===== config.mk =====
export PLATFORM = sky130hd
export DESIGN_NAME = isdn_frame_demux
export DESIGN_NICKNAME = d
export VERILOG_FILES = /design/src/rtl/isdn_demux_pkg.sv /design/src/rtl/isdn_bit_sync.sv /design/src/rtl/isdn_frame_fsm.sv /design/src/rtl/isdn_hold_regs.sv /design/src/rtl/isdn_frame_demux.sv
export SDC_FILE = /design/constraint.sdc
export NUM_CORES = 1
export LEC_CHECK = 0
export BUFFER_PORTS_ARGS = -buffer_cell sky130_fd_sc_hd__buf_2
export CORE_UTILIZATION = 60
export CTS_CLUSTER_DIAMETER = 100
export CTS_CLUSTER_SIZE = 24
export DETAILED_ROUTE_END_ITERATION = 7
export GPL_ROUTABILITY_DRIVEN = 0
export PLACE_DENSITY = 0.79
export REMOVE_ABC_BUFFERS = 1
export SETUP_SLACK_MARGIN = 0.15
export SYNTH_ARGS = -nofsm -noshare
export SYNTH_HDL_FRONTEND = slang
export SYNTH_SLANG_ARGS = --single-unit

===== constraint.sdc =====
create_clock -name clk -period 3.7 [get_ports clk]
set_clock_uncertainty 0.1 [all_clocks]
set_input_delay 0.37 -clock clk [delete_from_list [all_inputs] [get_ports clk]]
set_output_delay 0.37 -clock clk [all_outputs]
set_load 0.005 [all_outputs]

===== src/rtl/isdn_demux_pkg.sv =====
package isdn_demux_pkg;

    typedef enum logic [2:0] {
        ST_HUNT,
        ST_B1,
        ST_B2,
        ST_DCH,
        ST_GAP
    } frm_state_e;

    localparam logic [1:0] ADDR_B1   = 2'd0;
    localparam logic [1:0] ADDR_B2   = 2'd1;
    localparam logic [1:0] ADDR_D    = 2'd2;
    localparam logic [1:0] ADDR_STAT = 2'd3;

endpackage


===== src/rtl/isdn_bit_sync.sv =====
module isdn_bit_sync #(
    parameter int STAGES = 2
) (
    input  logic clk,
    input  logic rst_n,
    input  logic ser_clk,
    input  logic ser_sync,
    input  logic ser_din,
    output logic bit_stb,
    output logic bit_val,
    output logic bit_fs
);

    // One extra stage on the clock pipe gives the edge detector its history.
    logic [STAGES:0]   sclk_p;
    logic [STAGES-1:0] din_p;
    logic [STAGES-1:0] fs_p;

    always_ff @(posedge clk or negedge rst_n) begin
        if (!rst_n) begin
            sclk_p <= '0;
            din_p  <= '0;
            fs_p   <= '0;
        end else begin
            sclk_p <= (STAGES+1)'({sclk_p, ser_clk});
            din_p  <= STAGES'({din_p, ser_din});
            fs_p   <= STAGES'({fs_p, ser_sync});
        end
    end

    // Data and sync see the same delay as the clock, so they are sampled
    // with the values they had at the serial rising edge.
    assign bit_stb = sclk_p[STAGES-1] & ~sclk_p[STAGES];
    assign bit_val = din_p[STAGES-1];
    assign bit_fs  = fs_p[STAGES-1];

endmodule


===== src/rtl/isdn_frame_fsm.sv =====
module isdn_frame_fsm
    import isdn_demux_pkg::*;
#(
    parameter int BCH_BITS = 8,
    parameter int DCH_BITS = 2,
    parameter int FRAMES   = 4
) (
    input  logic clk,
    input  logic rst_n,
    input  logic bit_stb,
    input  logic bit_fs,
    output logic sh_b1,
    output logic sh_b2,
    output logic sh_d,
    output logic grp_load
);

    localparam int CNT_W = $clog2(BCH_BITS);
    localparam int GRP_W = $clog2(FRAMES);
    localparam logic [CNT_W-1:0] LAST_B = CNT_W'(BCH_BITS - 1);
    localparam logic [CNT_W-1:0] LAST_D = CNT_W'(DCH_BITS - 1);
    localparam logic [GRP_W-1:0] LAST_G = GRP_W'(FRAMES - 1);

    frm_state_e       st, st_nxt;
    logic [CNT_W-1:0] cnt, cnt_nxt;
    logic [GRP_W-1:0] grp, grp_nxt;
    logic             abort;

    always_ff @(posedge clk or negedge rst_n) begin
        if (!rst_n) begin
            st  <= ST_HUNT;
            cnt <= '0;
            grp <= '0;
        end else begin
            st  <= st_nxt;
            cnt <= cnt_nxt;
            grp <= grp_nxt;
        end
    end

    always_comb begin
        st_nxt   = st;
        cnt_nxt  = cnt;
        grp_nxt  = grp;
        sh_b1    = 1'b0;
        sh_b2    = 1'b0;
        sh_d     = 1'b0;
        grp_load = 1'b0;
        abort    = 1'b0;
        if (bit_stb) begin
            if (bit_fs) begin
                abort   = (st == ST_B1) || (st == ST_B2) || (st == ST_DCH);
                st_nxt  = ST_B1;
                cnt_nxt = CNT_W'(1);
                sh_b1   = 1'b1;
                if (abort) grp_nxt = '0;
            end else begin
                unique case (st)
                    ST_HUNT, ST_GAP: begin
                    end
                    ST_B1: begin
                        sh_b1 = 1'b1;
                        if (cnt == LAST_B) begin
                            st_nxt  = ST_B2;
                            cnt_nxt = '0;
                        end else begin
                            cnt_nxt = cnt + 1'b1;
                        end
                    end
                    ST_B2: begin
                        sh_b2 = 1'b1;
                        if (cnt == LAST_B) begin
                            st_nxt  = ST_DCH;
                            cnt_nxt = '0;
                        end else begin
                            cnt_nxt = cnt + 1'b1;
                        end
                    end
                    ST_DCH: begin
                        sh_d = 1'b1;
                        if (cnt == LAST_D) begin
                            st_nxt  = ST_GAP;
                            cnt_nxt = '0;
                            if (grp == LAST_G) begin
                                grp_load = 1'b1;
                                grp_nxt  = '0;
                            end else begin
                                grp_nxt = grp + 1'b1;
                            end
                        end else begin
                            cnt_nxt = cnt + 1'b1;
                        end
                    end
                    default: st_nxt = ST_HUNT;
                endcase
            end
        end
    end

    p_one_channel_r1: assert property (@(posedge clk) disable iff (!rst_n)
        $onehot0({sh_b1, sh_b2, sh_d}));

    p_load_on_last_d_r3: assert property (@(posedge clk) disable iff (!rst_n)
        grp_load |-> (sh_d && st == ST_DCH && grp == LAST_G));

    p_abort_resets_grp_r7: assert property (@(posedge clk) disable iff (!rst_n)
        (bit_stb && bit_fs && (st == ST_B2 || st == ST_DCH)) |=> (grp == '0 && st == ST_B1));

    p_idle_quiet_r8: assert property (@(posedge clk) disable iff (!rst_n)
        ((st == ST_HUNT || st == ST_GAP) && !bit_fs) |-> !(sh_b1 || sh_b2 || sh_d));

endmodule


===== src/rtl/isdn_hold_regs.sv =====
module isdn_hold_regs
    import isdn_demux_pkg::*;
#(
    parameter int B_W = 32,
    parameter int D_W = 8
) (
    input  logic           clk,
    input  logic           rst_n,
    input  logic           bit_val,
    input  logic           sh_b1,
    input  logic           sh_b2,
    input  logic           sh_d,
    input  logic           grp_load,
    input  logic           rd_en,
    input  logic [1:0]     rd_addr,
    output logic [B_W-1:0] rd_data,
    output logic           data_ready,
    output logic           overrun
);

    logic [B_W-1:0] b1_sh, b2_sh, b1_hold, b2_hold;
    logic [D_W-1:0] d_sh, d_hold, d_next;
    logic           rd_data_reg, rd_stat;

    assign d_next      = sh_d ? {d_sh[D_W-2:0], bit_val} : d_sh;
    assign rd_stat     = rd_en && (rd_addr == ADDR_STAT);
    assign rd_data_reg = rd_en && (rd_addr != ADDR_STAT);

    always_ff @(posedge clk or negedge rst_n) begin
        if (!rst_n) begin
            b1_sh      <= '0;
            b2_sh      <= '0;
            d_sh       <= '0;
            b1_hold    <= '0;
            b2_hold    <= '0;
            d_hold     <= '0;
            data_ready <= 1'b0;
            overrun    <= 1'b0;
        end else begin
            if (sh_b1) b1_sh <= {b1_sh[B_W-2:0], bit_val};
            if (sh_b2) b2_sh <= {b2_sh[B_W-2:0], bit_val};
            d_sh <= d_next;
            if (grp_load) begin
                b1_hold    <= b1_sh;
                b2_hold    <= b2_sh;
                d_hold     <= d_next;
                data_ready <= 1'b1;
            end else if (rd_data_reg) begin
                data_ready <= 1'b0;
            end
            if (grp_load && data_ready) overrun <= 1'b1;
            else if (rd_stat)           overrun <= 1'b0;
        end
    end

    always_comb begin
        unique case (rd_addr)
            ADDR_B1: rd_data = b1_hold;
            ADDR_B2: rd_data = b2_hold;
            ADDR_D:  rd_data = B_W'(d_hold);
            default: rd_data = B_W'({overrun, data_ready});
        endcase
    end

    p_ready_after_load_r4: assert property (@(posedge clk) disable iff (!rst_n)
        grp_load |=> data_ready);

    p_ready_clear_r4: assert property (@(posedge clk) disable iff (!rst_n)
        (rd_data_reg && !grp_load) |=> !data_ready);

    p_overrun_on_late_r5: assert property (@(posedge clk) disable iff (!rst_n)
        (grp_load && data_ready) |=> overrun);

    p_overrun_sticky_r6: assert property (@(posedge clk) disable iff (!rst_n)
        (overrun && !rd_stat) |=> overrun);

endmodule


===== src/rtl/isdn_frame_demux.sv =====
module isdn_frame_demux
    import isdn_demux_pkg::*;
#(
    parameter int BCH_BITS    = 8,
    parameter int DCH_BITS    = 2,
    parameter int FRAMES      = 4,
    parameter int SYNC_STAGES = 2
) (
    input  logic        clk,
    input  logic        rst_n,
    input  logic        ser_clk,
    input  logic        ser_sync,
    input  logic        ser_din,
    input  logic        rd_en,
    input  logic [1:0]  rd_addr,
    output logic [31:0] rd_data,
    output logic        data_ready,
    output logic        overrun
);

    localparam int B_W = BCH_BITS * FRAMES;
    localparam int D_W = DCH_BITS * FRAMES;

    logic bit_stb, bit_val, bit_fs;
    logic sh_b1, sh_b2, sh_d, grp_load;
    logic [B_W-1:0] rd_word;

    isdn_bit_sync #(.STAGES(SYNC_STAGES)) u_sync (
        .clk      (clk),
        .rst_n    (rst_n),
        .ser_clk  (ser_clk),
        .ser_sync (ser_sync),
        .ser_din  (ser_din),
        .bit_stb  (bit_stb),
        .bit_val  (bit_val),
        .bit_fs   (bit_fs)
    );

    isdn_frame_fsm #(
        .BCH_BITS (BCH_BITS),
        .DCH_BITS (DCH_BITS),
        .FRAMES   (FRAMES)
    ) u_fsm (
        .clk      (clk),
        .rst_n    (rst_n),
        .bit_stb  (bit_stb),
        .bit_fs   (bit_fs),
        .sh_b1    (sh_b1),
        .sh_b2    (sh_b2),
        .sh_d     (sh_d),
        .grp_load (grp_load)
    );

    isdn_hold_regs #(.B_W(B_W), .D_W(D_W)) u_regs (
        .clk        (clk),
        .rst_n      (rst_n),
        .bit_val    (bit_val),
        .sh_b1      (sh_b1),
        .sh_b2      (sh_b2),
        .sh_d       (sh_d),
        .grp_load   (grp_load),
        .rd_en      (rd_en),
        .rd_addr    (rd_addr),
        .rd_data    (rd_word),
        .data_ready (data_ready),
        .overrun    (overrun)
    );

    assign rd_data = 32'(rd_word);

endmodule


Yosys cells after proc, flatten, opt, wreduce, memory -nomap -nowiden
Cells that the tools add are included.
{"block": "word_totals", "register_bits": 161, "word_cells": 85, "output_inout_bits": 34, "in_bits": 8}
{"block": "op_classes", "n_reduce_logical": 17, "muxes": 34, "n_eq_ne": 16, "add_sub_neg": 2, "bitwise_logic": 2}
{"cell": "case mux 32 bit (3 select lines)", "n": 1}
{"cell": "2-to-1 mux 3 bit", "n": 7}
{"cell": "2-to-1 mux 1 bit", "n": 18}
{"cell": "case mux 3 bit (4 select lines)", "n": 1}
{"cell": "2-to-1 mux 2 bit", "n": 5}
{"cell": "inequality test 3 bit (second input constant)", "n": 3}
{"cell": "2-to-1 mux 8 bit", "n": 1}
{"cell": "nonzero test 2 bit", "n": 4}
{"cell": "== test 2 bit (second input constant)", "n": 3}
{"cell": "== test 3 x 1 -> 1 bit (second input constant)", "n": 2}
{"cell": "== test 3 x 2 -> 1 bit (second input constant)", "n": 2}
{"cell": "== test 3 bit (second input constant)", "n": 2}
{"cell": "case mux 3 bit (2 select lines)", "n": 1}
{"cell": "AND reduction 5 bit", "n": 1}
{"cell": "inequality test 2 bit (second input constant)", "n": 2}
{"cell": "AND reduction 4 bit", "n": 1}
{"cell": "OR reduction 2 bit", "n": 2}
{"cell": "adder 3 x 1 -> 3 bit (second input constant)", "n": 1}
{"cell": "logical AND 1 bit", "n": 3}
{"cell": "zero test 3 bit", "n": 1}
{"cell": "nonzero test 3 bit", "n": 1}
{"cell": "adder 2 x 1 -> 2 bit (second input constant)", "n": 1}
{"cell": "== test 2 x 1 -> 1 bit (second input constant)", "n": 1}
{"cell": "zero test 2 bit", "n": 1}
{"cell": "5 further kinds", "n": 6}

Longest topological paths before layout
{"block": "logic_depth", "word_depth": 8, "depth_mapped": 8, "depth_no_buf": 6}

By module
From an unflattened synthesis, not the netlist that was laid out.
{"block": "unflattened", "hier_cells": 451, "hier_area_um2": 6837.8}
{"mod": "isdn_hold_regs", "area_each_um2": 6050.8, "seq_area_each_um2": 3653.5, "cells_per_inst": 382, "n_inst": 1}
{"mod": "isdn_frame_fsm", "area_each_um2": 598.1, "seq_area_each_um2": 200.2, "cells_per_inst": 61, "n_inst": 1}
{"mod": "isdn_bit_sync", "area_each_um2": 188.9, "seq_area_each_um2": 175.2, "cells_per_inst": 8, "n_inst": 1}

Worst setup path after synthesis
OpenSTA, ideal clock, no wires.
{"block": "synth_path", "kind": "register -> register", "start": "register u_fsm.cnt[1]", "end": "register u_regs.b1_hold[0]", "path_stages_with_launch": 9, "setup_time_ps": 125, "synth_period_minus_slack_ps": 1962, "t_required_ps": 3475, "path_buffers": 2, "setup_slack_ps": 1738, "t_arrival_ps": 1737, "cell_sequence": "dfrtp_1 -> inv_1 -> ha_1 -> nand2b_1 -> nor3_4 -> and4b_4 -> buf_12 -> buf_12 -> mux2_4"}
{"block": "synth_via", "elab_chain_cells": 5}
{"element": "from (decl)", "line_no": "isdn_frame_fsm.sv:25", "rtl": "logic [CNT_W-1:0] cnt, cnt_nxt;"}
{"element": "from (signal assigned)", "line_no": "isdn_frame_fsm.sv:36", "rtl": "cnt <= cnt_nxt;"}
{"element": "== test 3 x 1 -> 1 bit", "line_no": "isdn_frame_fsm.sv:81", "rtl": "if (cnt == LAST_D) begin"}
{"element": "2-to-1 mux 1 bit", "line_no": "isdn_frame_fsm.sv:81"}
{"element": "2-to-1 mux 1 bit", "line_no": "isdn_frame_fsm.sv:58", "rtl": "unique case (st)"}
{"element": "2-to-1 mux 1 bit", "line_no": "isdn_frame_fsm.sv:51", "rtl": "if (bit_fs) begin"}
{"element": "2-to-1 mux 1 bit", "line_no": "isdn_frame_fsm.sv:50", "rtl": "if (bit_stb) begin"}
{"element": "to (signal assigned)", "line_no": "isdn_hold_regs.sv:44", "rtl": "b1_hold <= b1_sh;"}
{"element": "to (decl)", "line_no": "isdn_hold_regs.sv:21", "rtl": "logic [B_W-1:0] b1_sh, b2_sh, b1_hold, b2_hold;"}
Every way passes these cells.
A chain may end at the register's enable or synchronous reset.

Worst setup path in the final report
{"block": "layout_path", "start": "register u_fsm.cnt[1]", "end": "register u_regs.b1_hold[26]"}
Same word-level chain as after synthesis.

==> run_results.csv <==
group,metric,value,unit
die,dieArea,0.01214,mm^2
flow_run,drv_cap,0,
timing,tns,0,ns
logic_synthesis,yosysWarnings,0,
global_route,grt_pass1_wl,19.35,mm
logic_synthesis,synth_top_area_frac,0.5739,
logic_synthesis,synth_area,0.007020,mm^2
logic_synthesis,synth_common_cells,"dfrtp_1, mux2_2, mux2_4, mux2i_1, nor2_1",
clocking,cts_buffers,17,
clocking,clkLatencyLatePin,0.43,ns
logic_synthesis,ys.flop_type,"dfrtp_1",
power_and_ir_drop,ir_drop,0.4167,mV
layout,area_growth,13.21,%
layout,fin_nets,516,
drt,viasPerCell,5.680,
layout,multi_input_area,0.002741,mm^2
drt,vias,3743,
global_route,grt_max_degree,99,
global_route,antenna_found_initial,0,
run_status,status,"finished, final reports clean",
placement,port_buffers,41,
global_route,overflow,0,
timing,slew_headroom,0.4008,
clocking,clkTransAtPathRegs,0.06,ns
logic_synthesis,async_flop_share,1.000,
power_and_ir_drop,p_seq_frac,0.469,
drt,wl_per_cell,17.86,um
layout,layout-drive-gt1-share,0.4496,
timing,tightestPinTransition,0.8988,ns
layout,antenna_cells,0,
worst_setup_path,cp_max_fo,25,
timing,rsz0062_at_grt,"false",
timing,fmax,376.2,MHz
clocking,cts.sinks,161,
placement,hpwl,7.205,mm
logic_synthesis,synth-seq-cells,161,
power_and_ir_drop,finalPower,4.263,mW
layout,regArea,0.004029,mm^2
logic_synthesis,ys_seq_area_frac,0.5739,
die,io_pins,42,
worst_setup_path,worstSetupEndpointType,"register",
global_route,first_global_vias,3905,
logic_synthesis,synth_cells,459,
global_route,grtUsageTotal,0.2158,
power_and_ir_drop,netSwitchingFraction,0.2279,
drt,wl_met3,352,um
die,coreArea,0.01142,mm^2
power_and_ir_drop,power_switching,0.9716,mW
drt,topRoutingLayerUsed,"met4",
clocking,root_buffer,"clkbuf_16",
clocking,h-tree-depth,4,
worst_setup_path,required,3.90,ns
die,die_h,110.2,um
logic_synthesis,synth_top_cell_by_area,"dfrtp_1",
drt,wl_met1,5.516,mm
logic_synthesis,synthMostInstantiatedCell,"dfrtp_1",
worst_hold_path,hp-class,"primary input to register",
logic_synthesis,syn-mean-instance-area,15.30,um^2
logic_synthesis,synth_edf_count,0,
worst_setup_path,path_class,"register to register",
timing,fin_crit,2.658,ns
die,rows,39,
die,initial_core_util,0.6148,
drt,drtIter0Drc,218,
drt,wl,11.77,mm
timing,setup_violations,0,
worst_setup_path,arrival,2.86,ns
timing,hold_viol_final,0,
worst_setup_path,cp-start-kind,"register",
drt,wl_met2,5.747,mm
logic_synthesis,synthTopCellsByArea,"dfrtp_1, mux2_2, mux2_4",
logic_synthesis,yosysUniqueCellTypes,42,
drt,ant_nets,0,
drt,first_pass_iters,4,
clocking,cts_tree,"done",
power_and_ir_drop,p_int,3.292,mW
power_and_ir_drop,combPwrFrac,0.084,
clocking,cts_buffer_depth,2,
power_and_ir_drop,p_per_area,536.4,mW/mm^2
timing,timing.final.crit_share,0.7184,
die,die_x,110.2,um
power_and_ir_drop,leakage,4.052,nW
drt,drc,0,
power_and_ir_drop,clkPwrFrac,0.448,
layout,fin_util,0.6960,
layout,fill_cells,793,
timing,slew_violations,0,
worst_setup_path,reg2reg_slack,1.04,ns
-- path summary, 6_finish.rpt --
kind / startpoint / to / cells after the start
max: u_fsm.cnt[1] / u_regs.b1_hold[26] / 7
min: rd_en / u_regs.data_ready / 3
max reg2reg: u_fsm.cnt[1] / u_regs.b1_hold[26] / 7
min reg2reg: u_sync.sclk_p[0] / u_sync.sclk_p[1] / 0
max in group asynchronous: rst_n / u_regs.b2_sh[20] / 3
min in group asynchronous: rst_n / u_fsm.cnt[2] / 2
-- final cells by class --
class                      instances  share of cell area
multi-input combinational        268              0.3449
timing repair buffer              53             0.04235
inverter                           3            0.001417
clock buffer                      20             0.05872
clock inverter                    11             0.02314
sequential                       161              0.5069
tap                              143             0.02251
-- cell families after synthesis --
logic type               share of synthesized area
AO/OA/AOI/OAI                              0.01836
multiplexers                                0.3142
XOR/XNOR                                  0.001248
flip-flops                                  0.5739
buffers and inverters                      0.03618
adder cells (fa/ha/maj)                   0.007129
AND/OR/NAND/NOR                            0.04901
-- routing by layer --
layer,track usage,vias up
met4,0.07143,0
li1,-,1723
met1,0.2867,1954
met5,0,-
met3,0.06526,14
met2,0.3411,52
-- worst max-delay path, stage by stage, from the launching register on --
cell and delay, ns:
dfrtp_1 0.41, inv_1 0.09, ha_1 0.16, nand2b_1 0.10, nor3_4 0.26, and4b_4 0.63
buf_4 0.41, mux2_2 0.38
-- registers in the layout, indices dropped and copies added (netlist names), 3 cells and up --
signal / cells
u_fsm.cnt: 3
u_fsm.st: 3
u_regs.b1_hold: 32
u_regs.b1_sh: 32
u_regs.b2_hold: 32
u_regs.b2_sh: 32
u_regs.d_hold: 8
u_regs.d_sh: 8
u_sync.sclk_p: 3
-- metrics by stage --
stage	area, um^2	hold WS, ns	instances	worst slack (ns)
global placement	7257	0.2355	624	1.138
finish	7948	0.1288	659	1.042
global route	7948	0.1250	659	0.9094
CTS	7948	0.1179	659	1.010
floorplan	6778	-0.02559	432	0.9163
detailed placement	7257	0.2358	624	1.046
-- layout by cell type (no fill, tap or decap), types with 2 or more instances in the layout --
cell type / instances
buf_4: 6
o221ai_1: 2
buf_12: 2
dlygate4sd3_1: 4
mux4_2: 2
nand2b_1: 4
nor3_1: 3
dfrtp_1: 161
nand3_1: 4
clkinv_2: 5
clkbuf_8: 3
nand2_1: 13
buf_2: 40
o21ai_0: 7
nor2_1: 28
ha_1: 4
mux2_2: 87
inv_1: 3
mux2_4: 58
nor2b_1: 2
mux2i_1: 31
bufinv_16: 5
clkbuf_16: 17
-- timing repair --
action | 4_1_cts | 5_1_grt
hold buffers | 4 | 0
endpoints found under the hold margin | 92 | 0
buffers inserted | 0 | 0
resized for setup | 0 | 0
-- power groups by stage --
stage / Sequential (mW) / Combinational, mW / Clock (mW)
floorplan: 1.99 / 0.242 / 0
global placement: 2.01 / 0.330 / 0
detailed placement: 2.03 / 0.352 / 0
CTS: 2.00 / 0.365 / 1.94
global route: 2.02 / 0.402 / 2.02
finish: 2.00 / 0.357 / 1.91
Power figures use the tool's default switching activity.
